**src/rtl/irqc_pkg.sv**
```systemverilog
package irqc_pkg;
    localparam int NSRC     = 6;
    localparam int NEXT     = 2;
    localparam int NTMR     = 3;
    localparam int NLVL     = 2;
    localparam int SRC_W    = $clog2(NSRC);
    localparam int LVL_W    = $clog2(NLVL);
    localparam int WR_W     = NSRC + 1;
    localparam int VEC_W    = 16;
    localparam int VEC_BASE = 3;
    localparam int VEC_STEP = 8;
    localparam int SER_IDX  = 4;
    localparam logic [NTMR-1:0] TMR_ACK_CLR = 3'b011;

    typedef enum logic [1:0] {
        SEL_EN   = 2'd0,
        SEL_PRIO = 2'd1,
        SEL_MODE = 2'd2,
        SEL_CLR  = 2'd3
    } wsel_e;

    function automatic logic [SRC_W-1:0] ext_src(input int k);
        return SRC_W'(2 * k);
    endfunction

    function automatic logic [SRC_W-1:0] tmr_src(input int k);
        return SRC_W'(2 * k + 1);
    endfunction

    function automatic logic [VEC_W-1:0] vec_of(input logic [SRC_W-1:0] idx);
        return VEC_W'(VEC_BASE) + VEC_W'(idx) * VEC_W'(VEC_STEP);
    endfunction
endpackage

```
**src/rtl/irqc_req_latch.sv**
```systemverilog
module irqc_req_latch
    import irqc_pkg::*;
(
    input  logic            clk,
    input  logic            rst_n,
    input  logic            mc_stb,
    input  logic [NEXT-1:0] ext_n,
    input  logic [NEXT-1:0] edge_mode,
    input  logic [NEXT-1:0] ext_clr,
    input  logic [NTMR-1:0] tmr_ovf,
    input  logic [NTMR-1:0] tmr_clr,
    input  logic            ser_req,
    output logic [NSRC-1:0] req
);
    typedef struct packed {
        logic [NEXT-1:0] smp;
        logic [NEXT-1:0] eflag;
        logic [NTMR-1:0] tflag;
    } lat_t;

    lat_t lat_d, lat_q;

    always_comb begin
        lat_d = lat_q;
        for (int k = 0; k < NEXT; k++) begin
            if (mc_stb) lat_d.smp[k] = ext_n[k];
            if (ext_clr[k]) lat_d.eflag[k] = 1'b0;
            if (mc_stb && edge_mode[k] && lat_q.smp[k] && !ext_n[k])
                lat_d.eflag[k] = 1'b1;
        end
        for (int k = 0; k < NTMR; k++) begin
            if (tmr_clr[k]) lat_d.tflag[k] = 1'b0;
            if (tmr_ovf[k]) lat_d.tflag[k] = 1'b1;
        end
    end

    always_ff @(posedge clk) begin
        if (!rst_n) begin
            lat_q.smp   <= '1;
            lat_q.eflag <= '0;
            lat_q.tflag <= '0;
        end else begin
            lat_q <= lat_d;
        end
    end

    for (genvar k = 0; k < NEXT; k++) begin : g_ext
        assign req[2*k] = edge_mode[k] ? lat_q.eflag[k] : !lat_q.smp[k];
    end
    for (genvar k = 0; k < NTMR; k++) begin : g_tmr
        assign req[2*k+1] = lat_q.tflag[k];
    end
    assign req[SER_IDX] = ser_req;
endmodule

```
**src/rtl/irqc_pick.sv**
```systemverilog
module irqc_pick
    import irqc_pkg::*;
(
    input  logic [NSRC-1:0]  req,
    input  logic [NSRC-1:0]  en,
    input  logic [NSRC-1:0]  prio,
    input  logic             gen,
    input  logic [NLVL-1:0]  svc,
    output logic             hit,
    output logic [SRC_W-1:0] src,
    output logic [LVL_W-1:0] lvl
);
    logic [NLVL-1:0]       lv_hit;
    logic [NLVL*SRC_W-1:0] lv_src;

    for (genvar g = 0; g < NLVL; g++) begin : g_lvl
        logic [NSRC-1:0]  mask;
        logic             open;
        logic             any;
        logic [SRC_W-1:0] first;

        if (g == 0) begin : g_lo
            assign mask = req & en & ~prio & {NSRC{gen}};
        end else begin : g_hi
            assign mask = req & en & prio & {NSRC{gen}};
        end
        assign open = ~|svc[NLVL-1:g];

        always_comb begin
            any   = 1'b0;
            first = '0;
            for (int i = NSRC - 1; i >= 0; i--) begin
                if (mask[i]) begin
                    any   = 1'b1;
                    first = SRC_W'(i);
                end
            end
        end

        assign lv_hit[g] = any && open;
        assign lv_src[g*SRC_W +: SRC_W] = first;
    end

    always_comb begin
        hit = 1'b0;
        src = '0;
        lvl = '0;
        for (int g = 0; g < NLVL; g++) begin
            if (lv_hit[g]) begin
                hit = 1'b1;
                src = lv_src[g*SRC_W +: SRC_W];
                lvl = LVL_W'(g);
            end
        end
    end
endmodule

```
**src/rtl/irqc_svc_stack.sv**
```systemverilog
module irqc_svc_stack
    import irqc_pkg::*;
(
    input  logic             clk,
    input  logic             rst_n,
    input  logic             push,
    input  logic [LVL_W-1:0] push_lvl,
    input  logic             pop,
    output logic [NLVL-1:0]  svc
);
    logic [NLVL-1:0] svc_d, svc_q;

    always_comb begin
        logic found;
        svc_d = svc_q;
        found = 1'b0;
        if (push) begin
            svc_d[push_lvl] = 1'b1;
        end else if (pop) begin
            for (int g = NLVL - 1; g >= 0; g--) begin
                if (!found && svc_q[g]) begin
                    svc_d[g] = 1'b0;
                    found    = 1'b1;
                end
            end
        end
    end

    always_ff @(posedge clk) begin
        if (!rst_n) svc_q <= '0;
        else        svc_q <= svc_d;
    end

    assign svc = svc_q;
endmodule

```
**src/rtl/irq_prio_ctrl.sv**
```systemverilog
module irq_prio_ctrl
    import irqc_pkg::*;
(
    input  logic             clk,
    input  logic             rst_n,
    input  logic             mc_stb,
    input  logic             instr_end,
    input  logic             reti,
    input  logic [NEXT-1:0]  ext_n,
    input  logic [NTMR-1:0]  tmr_ovf,
    input  logic             ser_req,
    input  logic             wr_en,
    input  logic [1:0]       wr_sel,
    input  logic [WR_W-1:0]  wr_data,
    input  logic             ack,
    output logic             irq,
    output logic [VEC_W-1:0] vec,
    output logic [NLVL-1:0]  in_svc
);
    typedef struct packed {
        logic [NSRC-1:0]  en;
        logic             gen;
        logic [NSRC-1:0]  prio;
        logic [NEXT-1:0]  mode;
        logic             irq;
        logic [VEC_W-1:0] vec;
        logic [SRC_W-1:0] src;
        logic [LVL_W-1:0] lvl;
    } ctl_t;

    ctl_t ctl_d, ctl_q;

    logic [NSRC-1:0]  req;
    logic             hit;
    logic [SRC_W-1:0] pick_src;
    logic [LVL_W-1:0] pick_lvl;
    logic [NLVL-1:0]  svc;
    logic [NEXT-1:0]  ext_clr;
    logic [NTMR-1:0]  tmr_clr;
    logic             ack_now;
    logic             cfg_wr;
    logic             clr_wr;
    logic             take;
    logic             glb_en;

    assign ack_now = ctl_q.irq && ack;
    assign cfg_wr  = wr_en && (wr_sel == SEL_EN || wr_sel == SEL_PRIO);
    assign clr_wr  = wr_en && (wr_sel == SEL_CLR);
    assign take    = mc_stb && instr_end && !reti && !cfg_wr && !ctl_q.irq && hit;
    assign glb_en  = ctl_q.gen;

    for (genvar k = 0; k < NEXT; k++) begin : g_eclr
        assign ext_clr[k] = (clr_wr && wr_data[2*k])
                          || (ack_now && ctl_q.src == ext_src(k));
    end
    for (genvar k = 0; k < NTMR; k++) begin : g_tclr
        assign tmr_clr[k] = (clr_wr && wr_data[2*k+1])
                          || (ack_now && TMR_ACK_CLR[k] && ctl_q.src == tmr_src(k));
    end

    irqc_req_latch u_lat (
        .clk       (clk),
        .rst_n     (rst_n),
        .mc_stb    (mc_stb),
        .ext_n     (ext_n),
        .edge_mode (ctl_q.mode),
        .ext_clr   (ext_clr),
        .tmr_ovf   (tmr_ovf),
        .tmr_clr   (tmr_clr),
        .ser_req   (ser_req),
        .req       (req)
    );

    irqc_pick u_pick (
        .req  (req),
        .en   (ctl_q.en),
        .prio (ctl_q.prio),
        .gen  (ctl_q.gen),
        .svc  (svc),
        .hit  (hit),
        .src  (pick_src),
        .lvl  (pick_lvl)
    );

    irqc_svc_stack u_stk (
        .clk      (clk),
        .rst_n    (rst_n),
        .push     (ack_now),
        .push_lvl (ctl_q.lvl),
        .pop      (reti),
        .svc      (svc)
    );

    always_comb begin
        ctl_d = ctl_q;
        if (take) begin
            ctl_d.irq = 1'b1;
            ctl_d.vec = vec_of(pick_src);
            ctl_d.src = pick_src;
            ctl_d.lvl = pick_lvl;
        end
        if (ack_now) ctl_d.irq = 1'b0;
        if (wr_en) begin
            unique case (wsel_e'(wr_sel))
                SEL_EN: begin
                    ctl_d.en  = wr_data[NSRC-1:0];
                    ctl_d.gen = wr_data[NSRC];
                end
                SEL_PRIO: ctl_d.prio = wr_data[NSRC-1:0];
                SEL_MODE: ctl_d.mode = wr_data[NEXT-1:0];
                SEL_CLR:  ;
            endcase
        end
    end

    always_ff @(posedge clk) begin
        if (!rst_n) ctl_q <= '0;
        else        ctl_q <= ctl_d;
    end

    assign irq    = ctl_q.irq;
    assign vec    = ctl_q.vec;
    assign in_svc = svc;
endmodule

```
**config.mk**
```make
export PLATFORM = sky130hd
export DESIGN_NAME = irq_prio_ctrl
export DESIGN_NICKNAME = d
export VERILOG_FILES = /design/src/rtl/irqc_pkg.sv /design/src/rtl/irqc_req_latch.sv /design/src/rtl/irqc_pick.sv /design/src/rtl/irqc_svc_stack.sv /design/src/rtl/irq_prio_ctrl.sv
export SDC_FILE = /design/constraint.sdc
export NUM_CORES = 1
export LEC_CHECK = 0
export ABC_AREA = 0
export BUFFER_PORTS_ARGS = -buffer_cell sky130_fd_sc_hd__clkbuf_2
export CAP_MARGIN = 5
export CORE_MARGIN = 1.5
export CORE_UTILIZATION = 40
export DETAILED_ROUTE_END_ITERATION = 10
export GPL_TIMING_DRIVEN = 0
export PLACE_DENSITY = 0.62
export SETUP_SLACK_MARGIN = 0.4
export SYNTH_ARGS = -nofsm -noshare
export SYNTH_HDL_FRONTEND = slang
export SYNTH_SLANG_ARGS = --single-unit
```
**constraint.sdc**
```tcl
create_clock -name clk -period 1.9 [get_ports clk]
set_clock_uncertainty 0.05 [all_clocks]
set_input_delay 0.475 -clock clk [delete_from_list [all_inputs] [get_ports clk]]
set_output_delay 0.475 -clock clk [all_outputs]
set_load 0.005 [all_outputs]
```
Word-level counts from Yosys, hierarchy flattened
Index checks and enable logic that the tools add are counted.
{"block": "totals", "register_bits": 45, "input_bits": 22, "elab_cells": 139, "memories": 0, "mem_bits_rw": 0, "latch_bits": 0, "output_inout_bits": 19, "rom_bits": 0}
{"block": "op_classes", "muxes": 49, "shift": 0, "n_addsub": 1, "n_bitwise": 8, "n_mul": 0, "eq_ne": 6, "order_cmp": 2, "reduce_logical": 57, "div_mod_pow": 0}
{"op": "2-to-1 mux 3 bit", "n": 14}
{"op": "2-to-1 mux 1 bit", "n": 32}
{"op": "bitwise AND 6 bit", "n": 5}
{"op": "logical AND 1 bit", "n": 27}
{"op": "nonzero test 2 bit", "n": 7}
{"op": "zero test 1 bit", "n": 10}
{"op": "AND reduction 2 bit", "n": 4}
{"op": "adder 2 x 6 -> 7 bit (first input constant)", "n": 1}
{"op": "== test 3 x 2 -> 1 bit (second input constant)", "n": 2}
{"op": "NOT 6 bit", "n": 1}
{"op": "logical OR 1 bit", "n": 5}
{"op": "== test 2 bit (second input constant)", "n": 2}
{"op": "2-to-1 mux 2 bit", "n": 2}
{"op": "OR reduction 2 bit", "n": 2}
{"op": "== test 3 x 1 -> 1 bit (second input constant)", "n": 1}
{"op": "zero test 3 bit", "n": 1}
{"op": "== test 2 x 1 -> 1 bit (second input constant)", "n": 1}
{"op": "zero test 2 bit", "n": 1}
{"op": "< comparator 1 x 2 -> 1 bit (second input constant)", "n": 1}
{"op": "OR 2 bit", "n": 1}
{"op": "demux 1 bit (select 1 bit)", "n": 1}
{"op": "greater-or-equal comparator 1 bit (second input constant)", "n": 1}
{"op": "NOT 1 bit", "n": 1}

Longest topological paths before layout
Gate-level depths: netlist of the first run.
{"block": "logic_depth", "ltp_word": 15, "depth_mapped": 6, "mapped_depth_nobuf": 5}

Cells and area by module
Synthesis of the first run repeated with hierarchy kept, for this count alone.
{"block": "hier_totals", "hier_cells": 181, "hier_area_um2": 1739.2}
{"module": "irq_prio_ctrl", "cells_each": 103, "seq_area_each_um2": 420.4, "area_per_inst_um2": 1032.2, "n_inst": 1}
{"module": "irqc_req_latch", "cells_each": 31, "seq_area_each_um2": 140.1, "area_per_inst_um2": 309.0, "n_inst": 1}
{"module": "irqc_pick", "cells_each": 39, "seq_area_each_um2": 0.0, "area_per_inst_um2": 304.0, "n_inst": 1}
{"module": "irqc_svc_stack", "cells_each": 8, "seq_area_each_um2": 40.0, "area_per_inst_um2": 93.8, "n_inst": 1}

Worst setup path after synthesis of the first run
No wires, ideal clock.
{"block": "synth_path", "path_type": "in2reg", "start": "in ser_req", "end": "reg ctl_q[1] (netlist bit)", "required_time_ns": 1.715, "t_arrival_ns": 1.560, "n_path_buf": 0, "setup_ns": 0.135, "stages": 5, "slack_ns": 0.155, "path_cell_list": "and4b_1 -> or2_2 -> o41ai_4 -> mux2i_1 -> o221ai_1"}
{"block": "synth_between", "elab_chain_len": 12, "elab_cells_between_ends": 32, "cone_classes": "mux (24); bitwise (5); reduce/logical (3)"}
{"element": "start: declaration", "line": "irq_prio_ctrl.sv:11", "text": "input logic ser_req,"}
{"element": "bitwise AND 6 bit (*)", "line": "irqc_pick.sv:23, irqc_pick.sv:25"}
{"element": "bitwise AND 6 bit (2 in series)", "line": "irqc_pick.sv:23", "text": "assign mask = req & en & ~prio & {NSRC{gen}};"}
{"element": "2-to-1 mux 1 bit (5 in series)", "line": "irqc_pick.sv:33", "text": "if (mask[i]) begin"}
{"element": "logical AND 1 bit", "line": "irqc_pick.sv:40", "text": "assign lv_hit[g] = any && open;"}
{"element": "2-to-1 mux 1 bit (2 in series)", "line": "irqc_pick.sv:49", "text": "if (lv_hit[g]) begin"}
{"element": "logical AND 1 bit", "line": "irq_prio_ctrl.sv:49", "text": "assign take = mc_stb && instr_end && !reti && !cfg_wr && !ctl_q.irq && hit;"}
{"element": "end signal: assignment", "line": "irq_prio_ctrl.sv:118", "text": "else ctl_q <= ctl_d;"}
{"element": "end: declaration", "line": "irq_prio_ctrl.sv:31", "text": "ctl_t ctl_d, ctl_q;"}
Mark *: on every way between the ends. The rest lies on a longest branch, timed or not.
A chain may end at the register's enable or synchronous reset.

Final worst setup path of the first run
{"block": "layout_path", "start": "reg ctl_q (netlist bit glb_en)", "end": "reg ctl_q[1] (netlist bit)"}
{"block": "layout_between", "elab_chain_len": 11, "elab_cells_between_ends": 33, "cone_classes": "mux (28); bitwise (2); reduce/logical (3)"}
{"element": "bitwise AND 6 bit", "line": "irqc_pick.sv:23"}
{"element": "2-to-1 mux 1 bit (6 in series)", "line": "irqc_pick.sv:33"}
{"element": "logical AND 1 bit", "line": "irqc_pick.sv:40"}
{"element": "2-to-1 mux 1 bit (2 in series)", "line": "irqc_pick.sv:49"}
{"element": "logical AND 1 bit", "line": "irq_prio_ctrl.sv:49"}
Several ways; a longest one is shown, not always the timed one.

==> results of run 1 <==
[power by group through the flow]
| stage | clock, uW | sequential (uW) | combinational [uW] |
|---|---|---|---|
| after floorplan | 0 | 673 | 87.3 |
| after global placement | 0 | 677 | 129 |
| after detailed placement | 0 | 677 | 131 |
| after CTS | 515 | 665 | 137 |
| after global routing | 540 | 667 | 157 |
| final | 501 | 666 | 142 |
[registers in the layout (all words and copies together) (netlist names)]
| register | cells |
|---|---|
| u_lat.lat_q | 4 |
| ctl_q | 18 |
| u_stk.svc | 2 |
| u_lat.req | 3 |
| vec | 1 |
| glb_en | 1 |
| irq | 1 |
[critical path, cell delays in order (launching register included)]
cell and delay (ns):
dfxtp_2 0.34, and4b_1 0.21, or2_4 0.27, o41ai_4 0.33, buf_4 0.19, mux2i_1 0.18
o221ai_1 0.12
[how the worst min path moves through the flow]
stage,start,to,slack [ns],cells past startpoint
CTS,tmr_ovf[2],u_lat.req[5],0.35,3
global placement,u_lat.lat_q[3],u_lat.lat_q[3],0.40,2
detailed placement,vec[1],vec[1],0.42,1
finish,tmr_ovf[2],u_lat.req[5],0.35,3
global route,tmr_ovf[2],u_lat.req[5],0.36,3
floorplan,u_lat.lat_q[3],u_lat.lat_q[3],0.39,2
[per-stage QoR]
| stage | instances | TNS (ns) |
|---|---|---|
| after floorplan | 192 | 0 |
| final | 293 | 0 |
| after global routing | 293 | 0 |
| after detailed placement | 270 | -0.00504 |
| after global placement | 270 | -0.0349 |
| after CTS | 288 | 0 |
[layout by cell type, fill, tap and decap left out, types with 3 or more instances in the layout]
cell type and instances:
conb_1 11, o21ai_0 3, nand2b_1 4, and4b_1 3
nand4_1 4, mux2i_1 19, nand4b_1 4, inv_1 3
nand3_1 5, dfxtp_1 22, and2b_2 3, nor2_1 23
buf_4 31, a21oi_1 4, nor4_4 3, dfxtp_2 8
clkbuf_2 28, clkbuf_8 6, or2_4 3, nand2_1 13
[what timing repair did]
action	in CTS	in global routing
hold buffers	0	0
buffers inserted	11	5
setup endpoints to repair	6	7
pin swaps	8	11
cloned	1	0
resized for setup	12	8
[cell families (layout without fill, tap and decap cells)]
family	after synthesis	in the layout	synth area share [%]
AOI/OAI and AO/OA	25	25	12.0
buffers and inverters	23	74	9.42
DFF	30	30	35.9
muxes	19	19	11.4
other	1	11	0.224
and+or+nand+nor	84	84	31.0
[layer usage]
layer	wire length, um	track usage, %
met1	1870	23.2
met2	1820	30.1
met3	155	4.50
met4	61	6.89
met5	0	0
[layout make-up]
class / instances / area, um^2
Tap cell: 50 / 62.6
Multi-Input combinational cell: 139 / 1020
Inverter: 3 / 11.3
Timing Repair Buffer: 45 / 287
Sequential cell: 30 / 611
Clock buffer: 6 / 82.6
Fill cell: 385 / 1780
Buffer: 20 / 146
==> metrics.csv, run 1 <==
stage,metric,value,unit
place,Detailed Place HPWL,2870,um
synthesis,Post-synth EDFFs,0,
sta,minimum clock period,1.81,ns
power_and_ir_drop,internal power,998,uW
detailed_routing,vias,1480,
detailed_routing,drt initial violations,65,
floorplan,Die ar.,4580,um^2
final_layout,Area Overhead vs Synth,33.0,%
floorplan,DIE WIDTH,67.7,um
detailed_routing,final wirelength,3910,um
detailed_routing,Via-to-Cell Ratio,5.05,
status,status,"complete, no violations",
power_and_ir_drop,leak pwr,0.00101,uW
power_and_ir_drop,clock power share,38.3,%
grt,largest net degree at the start of global routing,11,
final_layout,final core utilization,55.6,%
clocking,clk sinks,30,
clocking,worst skew pair latency,0.28,ns
synthesis,synth warn,0,
setup_path,largest fanout on the critical path,5,
setup_path,crit path from,glb_en,
floorplan,Starting Density,41.8,%
sta,unrepaired setup endpoints after global routing,true,
setup_path,worst r2r src,glb_en,
clocking,CTS Buf Count,5,
synthesis,sequential area share after synthesis,35.9,%
floorplan,Core Rows,23,
synthesis,register bit total from synthesis,30,
place,Port Buffer Count,28,
sta,PnR worst setup slack,0.0937,ns
setup_path,CP endpoint,ctl_q[1],
synthesis,Synth async-reset ratio,0,%
setup_path,Worst EP arrival,1.91,ns
synthesis,Synth area leaders,"dfxtp_1 36%, mux2i_1 11%, buf_4 7.6%",
final_layout,layout cells sized above 1,41.6,%
synthesis,cell taking the most area after synthesis,dfxtp_1,
power_and_ir_drop,Switch Pwr,312,uW
detailed_routing,drc violations,0,
setup_path,Reg2Reg Setup Slack,0.09,ns
grt,first-pass GRT wire length,6180,um
synthesis,syn avg cell area,9.19,um^2
detailed_routing,Final ANT Viol Nets,0,
sta,Final Slew Violations,0,
clocking,clock slew at reported path FFs,0.06,ns
sta,final setup fails,0,
power_and_ir_drop,pwr/cell area,589,nW/um^2
clocking,clock tree from TritonCTS,built,
synthesis,most common library cells after synthesis,"30 x dfxtp_1, 24 x nor2_1, 19 x mux2i_1",
synthesis,post-synthesis cell type count,43,
synthesis,Mapped Cells,182,
clocking,CTS Buffer Depth,2,
synthesis,ys flop type,dfxtp_1,
run,Max Cap Violations,0,
sta,relative slew slack,63.2,%
final_layout,final instance area,2220,um^2
setup_path,FF-to-FF path depth,6,
sta,Max Freq,554,MHz
final_layout,Nets,266,
place,routability cong.,0.767,
clocking,root buffer cell,clkbuf_8,
sta,Worst Max-Slew Pin Slew,0.552,ns
sta,final number of hold-violating endpoints,0,
power_and_ir_drop,Pwr Total,1310,uW
setup_path,R2R Path End,ctl_q[1],
floorplan,core area,4000,um^2
power_and_ir_drop,worst IR drop on VDD,0.425,mV
grt,vias in the first global route,1333,
place,Post-DP Area,1940,um^2
hold_path,Hold/Removal Path Class,input pin to flip-flop,
synthesis,Synth top area share,35.9,%
power_and_ir_drop,Logic pwr share,10.9,%
floorplan,Die H,67.7,um
setup_path,CP Launch Type,flip-flop,
setup_path,WP data required,2.00,ns
grt,initial antenna violation count,0,
sta,"Period Utilization, post-route",95.1,%
synthesis,most frequent cell after synthesis,dfxtp_1,
clocking,number of H-tree levels,2,
power_and_ir_drop,Reg power frac,50.8,%
sta,Fin Hold WS,0.352,ns
floorplan,Ports,41,
synthesis,Syn Std Cell Area,1670,um^2
final_layout,# diodes,0,
grt,GRT Total Usage,18.4,%
detailed_routing,WL per Instance,13.4,um
power_and_ir_drop,Sw Ratio,23.8,%
grt,grt total ovfl,0,
detailed_routing,drt first pass iters,4,
place,dpl ws,-0.00504,ns
setup_path,element type at the critical path end,flip-flop,
setup_path,WS Path Type,flip-flop to flip-flop,
No activity file was read; power rests on OpenSTA's default activity.
==> run 2, diff against run 1 <==
--- a/config.mk
+++ b/config.mk
@@ -10,10 +10,11 @@
 export CAP_MARGIN = 5
 export CORE_MARGIN = 1.5
 export CORE_UTILIZATION = 40
+export CTS_BUF_LIST = sky130_fd_sc_hd__clkbuf_4
 export DETAILED_ROUTE_END_ITERATION = 10
 export GPL_TIMING_DRIVEN = 0
 export PLACE_DENSITY = 0.62
-export SETUP_SLACK_MARGIN = 0.4
+export SETUP_SLACK_MARGIN = 0.1
 export SYNTH_ARGS = -nofsm -noshare
 export SYNTH_HDL_FRONTEND = slang
 export SYNTH_SLANG_ARGS = --single-unit
==> metrics.csv, run 2 (synthesized netlist as in run 1, its figures left out) <==
stage,metric,value,unit
status,status,"complete, no violations",
clocking,worst skew pair latency,0.35,ns
setup_path,crit path from,u_lat.req[3],
setup_path,CP Launch Type,flip-flop,
sta,setup TNS,0,ns
final_layout,number of flip-flops in the largest register,18,
setup_path,FF-to-FF path depth,5,
sta,final setup fails,0,
floorplan,Die H,67.7,um
clocking,Post-CTS Hold Buffers,0,
grt,GRT Total Usage,17.4,%
setup_path,WS Path Type,flip-flop to flip-flop,
grt,first-pass GRT wire length,5980,um
final_layout,layout cells sized above 1,37.6,%
final_layout,"commonest non-fill, non-tap cell in the layout",clkbuf_2,
setup_path,worst r2r src,u_lat.req[3],
sta,Worst Max-Slew Pin Slew,0.778,ns
grt,vias in the first global route,1268,
final_layout,# diodes,0,
power_and_ir_drop,pwr/cell area,629,nW/um^2
clocking,clock tree from TritonCTS,built,
setup_path,Crit-path slowest cell,o41ai_4,
floorplan,DIE WIDTH,67.7,um
grt,initial antenna violation count,0,
setup_path,Reg2Reg Setup Slack,0.09,ns
setup_path,R2R Path End,ctl_q[1],
final_layout,"Most flops, register",ctl_q,
place,Detailed Place HPWL,2780,um
floorplan,core area,4000,um^2
clocking,CTS Buffer Depth,2,
setup_path,CP peak stage delay,0.45,ns
power_and_ir_drop,worst IR drop on VDD,0.367,mV
setup_path,CP Depth,5,
setup_path,largest fanout on the critical path,3,
final_layout,Nets,258,
detailed_routing,Final ANT Viol Nets,0,
run,Max Cap Violations,0,
setup_path,element type at the critical path end,flip-flop,
detailed_routing,drt first pass iters,4,
clocking,clock slew at reported path FFs,0.11,ns
clocking,clk sinks,30,
sta,unrepaired setup endpoints after global routing,true,
grt,largest net degree at the start of global routing,12,
floorplan,Starting Density,41.8,%
sta,Max Freq,553,MHz
final_layout,fillcell total,402,
place,Port Buffer Count,28,
final_layout,Area Overhead vs Synth,26.0,%
final_layout,most frequent cells in the layout,"28 x clkbuf_2, 26 x buf_4, 24 x nor2_1",
setup_path,Worst EP arrival,1.98,ns
sta,relative slew slack,47.9,%
detailed_routing,final wirelength,3660,um
detailed_routing,WL per Instance,12.8,um
floorplan,Die ar.,4580,um^2
setup_path,crit path buf inv count,0,
final_layout,final core utilization,52.7,%
place,routability cong.,0.822,
floorplan,Core Rows,23,
sta,final number of hold-violating endpoints,0,
sta,PnR worst setup slack,0.0931,ns
clocking,CTS Buf Count,5,
sta,minimum clock period,1.81,ns
setup_path,WP data required,2.07,ns
hold_path,Hold/Removal Path Class,input pin to flip-flop,
power_and_ir_drop,leak pwr,0.000918,uW
detailed_routing,Via-to-Cell Ratio,5.00,
detailed_routing,vias,1434,
detailed_routing,drc violations,0,
setup_path,kind of cell adding the most delay to the critical path,compound AO/OA/AOI/OAI gates,
detailed_routing,drt initial violations,61,
sta,"Period Utilization, post-route",95.1,%
floorplan,Ports,41,
clocking,number of H-tree levels,2,
grt,grt total ovfl,0,
sta,Final Slew Violations,0,
place,dpl ws,-0.0584,ns
setup_path,crit path cell chain,and4b_1 -> or2_4 -> o41ai_4 -> mux2i_1 -> o221ai_1,
setup_path,CP endpoint,ctl_q[1],
clocking,root buffer cell,clkbuf_4,
==> run 2: cell types whose count changed in the layout (fill, tap and decap cells not counted), sizes merged <==
| cell | before | now |
|---|---|---|
| clkbuf | 37 | 35 |
| bufinv | 0 | 1 |
| clkinvlp | 0 | 2 |
| buf | 34 | 27 |
==> run 2: worst min-delay path by stage <==
stage / startpoint / endpoint / slack [ns] / cells past startpoint
finish: tmr_ovf[1] / u_lat.req[3] / 0.28 / 3
global route: tmr_ovf[0] / u_lat.req[1] / 0.29 / 3
CTS: tmr_ovf[2] / u_lat.req[5] / 0.28 / 3
detailed placement: u_lat.lat_q[4] / u_lat.lat_q[4] / 0.43 / 2
global placement: u_lat.lat_q[3] / u_lat.lat_q[3] / 0.41 / 2
floorplan: u_lat.lat_q[3] / u_lat.lat_q[3] / 0.39 / 2
==> run 2: where the power goes <==
| group | leakage, uW | switching (uW) | internal [uW] |
|---|---|---|---|
| registers | 0.000247 | 14.9 | 648 |
| logic | 0.000634 | 70.4 | 68.3 |
| clock network | 0.0000374 | 249 | 276 |
==> run 2: worst min-delay path: cells and delay by family <==
family / cells / cell delay (ns)
buffers and inverters: 1 / 0.08
AOI/OAI and AO/OA: 1 / 0.03
and+or+nand+nor: 1 / 0.07
==> run 2: cell type report <==
cell class	count	area [um^2]	share of cell area (%)
clock inverter	3	45.0	2.14
inverter	3	11.3	0.534
tap	50	62.6	2.97
sequential	30	609	28.9
clock buffer	5	37.5	1.78
buffer	20	146	6.94
multi-input combinational	139	988	46.9
timing repair buffer	37	208	9.85
==> run 2: repair_timing <==
item	in CTS	in global routing
gates resized for setup	11	6
hold endpoints to repair	0	0
setup buffers	5	4
pin swaps	2	7
cloned	0	0
endpoints found under the setup margin	5	6
==> run 2: metrics by stage <==
step | hold slack [ns] | std cells | total power [uW] | instance area (um^2)
6_report | 0.280 | 287 | 1330 | 2110
5_1_grt | 0.292 | 287 | 1380 | 2110
4_1_cts | 0.277 | 283 | 1330 | 2060
3_5_place_dp | 0.432 | 270 | 805 | 1910
3_3_place_gp | 0.407 | 270 | 804 | 1910
2_1_floorplan | 0.394 | 192 | 759 | 1710
==> run 2: metal layers <==
metal	global-route usage (%)	share of wire [%]	routed length (um)	vias up
li1	-	-	-	740
met5	0	0	0	-
met2	25.4	44	1600	35
met4	6.12	1.4	53	0
met3	5.17	4.8	174	6
met1	24.3	50	1840	653
==> run 3, diff against run 2 <==
--- a/config.mk
+++ b/config.mk
@@ -7,14 +7,11 @@
 export LEC_CHECK = 0
 export ABC_AREA = 0
 export BUFFER_PORTS_ARGS = -buffer_cell sky130_fd_sc_hd__clkbuf_2
-export CAP_MARGIN = 5
 export CORE_MARGIN = 1.5
 export CORE_UTILIZATION = 40
-export CTS_BUF_LIST = sky130_fd_sc_hd__clkbuf_4
 export DETAILED_ROUTE_END_ITERATION = 10
 export GPL_TIMING_DRIVEN = 0
 export PLACE_DENSITY = 0.62
-export SETUP_SLACK_MARGIN = 0.1
 export SYNTH_ARGS = -nofsm -noshare
 export SYNTH_HDL_FRONTEND = slang
 export SYNTH_SLANG_ARGS = --single-unit
==> metrics.csv, run 3 (synthesized netlist as in run 1, its figures left out) <==
stage,metric,value,unit
grt,GRT Total Usage,17.2,%
clocking,clk sinks,30,
setup_path,WS Path Type,flip-flop to flip-flop,
sta,unrepaired setup endpoints after global routing,true,
final_layout,Nets,252,
place,Detailed Place HPWL,2780,um
clocking,CTS Buffer Depth,2,
final_layout,"Most flops, register",ctl_q,
final_layout,"commonest non-fill, non-tap cell in the layout",clkbuf_2,
run,Max Cap Violations,0,
detailed_routing,uppermost routed layer,met4,
floorplan,Ports,41,
floorplan,core area,4000,um^2
clocking,clock slew at reported path FFs,0.07,ns
setup_path,largest fanout on the critical path,10,
sta,minimum clock period,1.83,ns
floorplan,Die H,67.7,um
detailed_routing,WL per Instance,12.7,um
detailed_routing,final wirelength,3580,um
detailed_routing,DRT met1 WL,1830,um
grt,first-pass GRT wire length,5830,um
final_layout,final core utilization,51.6,%
clocking,root buffer cell,clkbuf_8,
sta,Worst Max-Slew Pin Slew,0.776,ns
power_and_ir_drop,Pwr Total,1440,uW
grt,initial antenna violation count,0,
setup_path,CP Launch Type,flip-flop,
grt,grt total ovfl,0,
detailed_routing,met3 WL,164,um
detailed_routing,drt initial violations,51,
power_and_ir_drop,worst IR drop on VDD,0.405,mV
grt,largest net degree at the start of global routing,12,
place,routability cong.,0.822,
final_layout,number of flip-flops in the largest register,18,
final_layout,most frequent cells in the layout,"28 x clkbuf_2, 27 x dfxtp_1, 24 x nor2_1",
place,dpl ws,-0.0584,ns
clocking,clock tree from TritonCTS,built,
detailed_routing,Via-to-Cell Ratio,4.90,
final_layout,# diodes,0,
clocking,CTS Buf Count,5,
floorplan,Starting Density,41.8,%
status,status,"complete, no violations",
setup_path,Worst EP arrival,1.95,ns
sta,relative slew slack,48.1,%
floorplan,Die ar.,4580,um^2
hold_path,Hold/Removal Path Class,input pin to flip-flop,
sta,final number of hold-violating endpoints,0,
detailed_routing,drc violations,0,
sta,PnR worst setup slack,0.0658,ns
setup_path,element type at the critical path end,flip-flop,
sta,Max Freq,545,MHz
final_layout,Post-Layout Cell Count,281,
detailed_routing,drt first pass iters,4,
place,Port Buffer Count,28,
power_and_ir_drop,leak pwr,0.000895,uW
place,Placed Cells,270,
floorplan,Core Rows,23,
clocking,Post-CTS Hold Buffers,0,
sta,"Period Utilization, post-route",96.5,%
clocking,worst skew pair latency,0.29,ns
sta,final setup fails,0,
sta,Final Slew Violations,0,
final_layout,fillcell total,400,
final_layout,Area Overhead vs Synth,23.3,%
clocking,number of H-tree levels,2,
detailed_routing,Final ANT Viol Nets,0,
floorplan,DIE WIDTH,67.7,um
grt,vias in the first global route,1221,
detailed_routing,vias,1378,
detailed_routing,met2 WL,1550,um
setup_path,WP data required,2.01,ns
power_and_ir_drop,pwr/cell area,700,nW/um^2
final_layout,layout cells sized above 1,32.5,%
## run 3: cell count changes in the layout (fill, tap and decap cells not counted), moves of 4 or more
cell	before	now
buf_4	26	20
clkbuf_4	5	0
clkbuf_8	0	5
dfxtp_1	23	27
dfxtp_2	7	3
## run 3: area by class of cell
class,instances,area (um^2),area share [%]
plain buffers,20,146,7.10
inverters,3,11.3,0.546
well taps,50,62.6,3.03
multi-input cells,139,962,46.6
clock buffers,5,68.8,3.34
flip-flops and latches,30,604,29.3
clock inverters,3,45.0,2.18
repair buffers,31,163,7.88
## run 3: report_power, final
part / internal, uW / switching (uW)
Clock: 390 / 260
Combinational: 63.3 / 66.5
Sequential: 648 / 15.8
Total: 1100 / 342
## run 3: final timing paths
check,slack [ns],to,startpoint,depth (start not counted)
hold / removal,0.34,u_lat.req[5],tmr_ovf[2],3
setup reg to reg,0.07,ctl_q[1],glb_en,6
setup / recovery,0.07,ctl_q[1],glb_en,6
hold reg to reg,0.44,u_lat.lat_q[3],u_lat.lat_q[3],2
## run 3: per-layer routing
layer	up-vias	track usage, %
met5	-	0
met4	0	6.89
met3	5	5.67
met2	33	24.4
met1	614	23.9
li1	726	-
## run 3: critical path: stages, from the launching register on
cell	delay, ns
dfxtp_2	0.34
buf_6	0.13
and4b_1	0.19
or2_2	0.31
o41ai_4	0.32
mux2i_1	0.23
o221ai_1	0.14
## run 3: stage by stage
step	hold WS, ns	setup TNS [ns]	area (um^2)
final	0.343	0	2060
after global routing	0.355	-0.0225	2060
after global placement	0.407	-0.139	1910
after floorplan	0.394	0	1710
after CTS	0.334	0	2030
after detailed placement	0.432	-0.158	1910
## run 3: what timing repair did
action / 4_1_cts / 5_1_grt
buffers inserted: 0 / 3
setup endpoints to repair: 0 / 5
resized for setup: 0 / 5
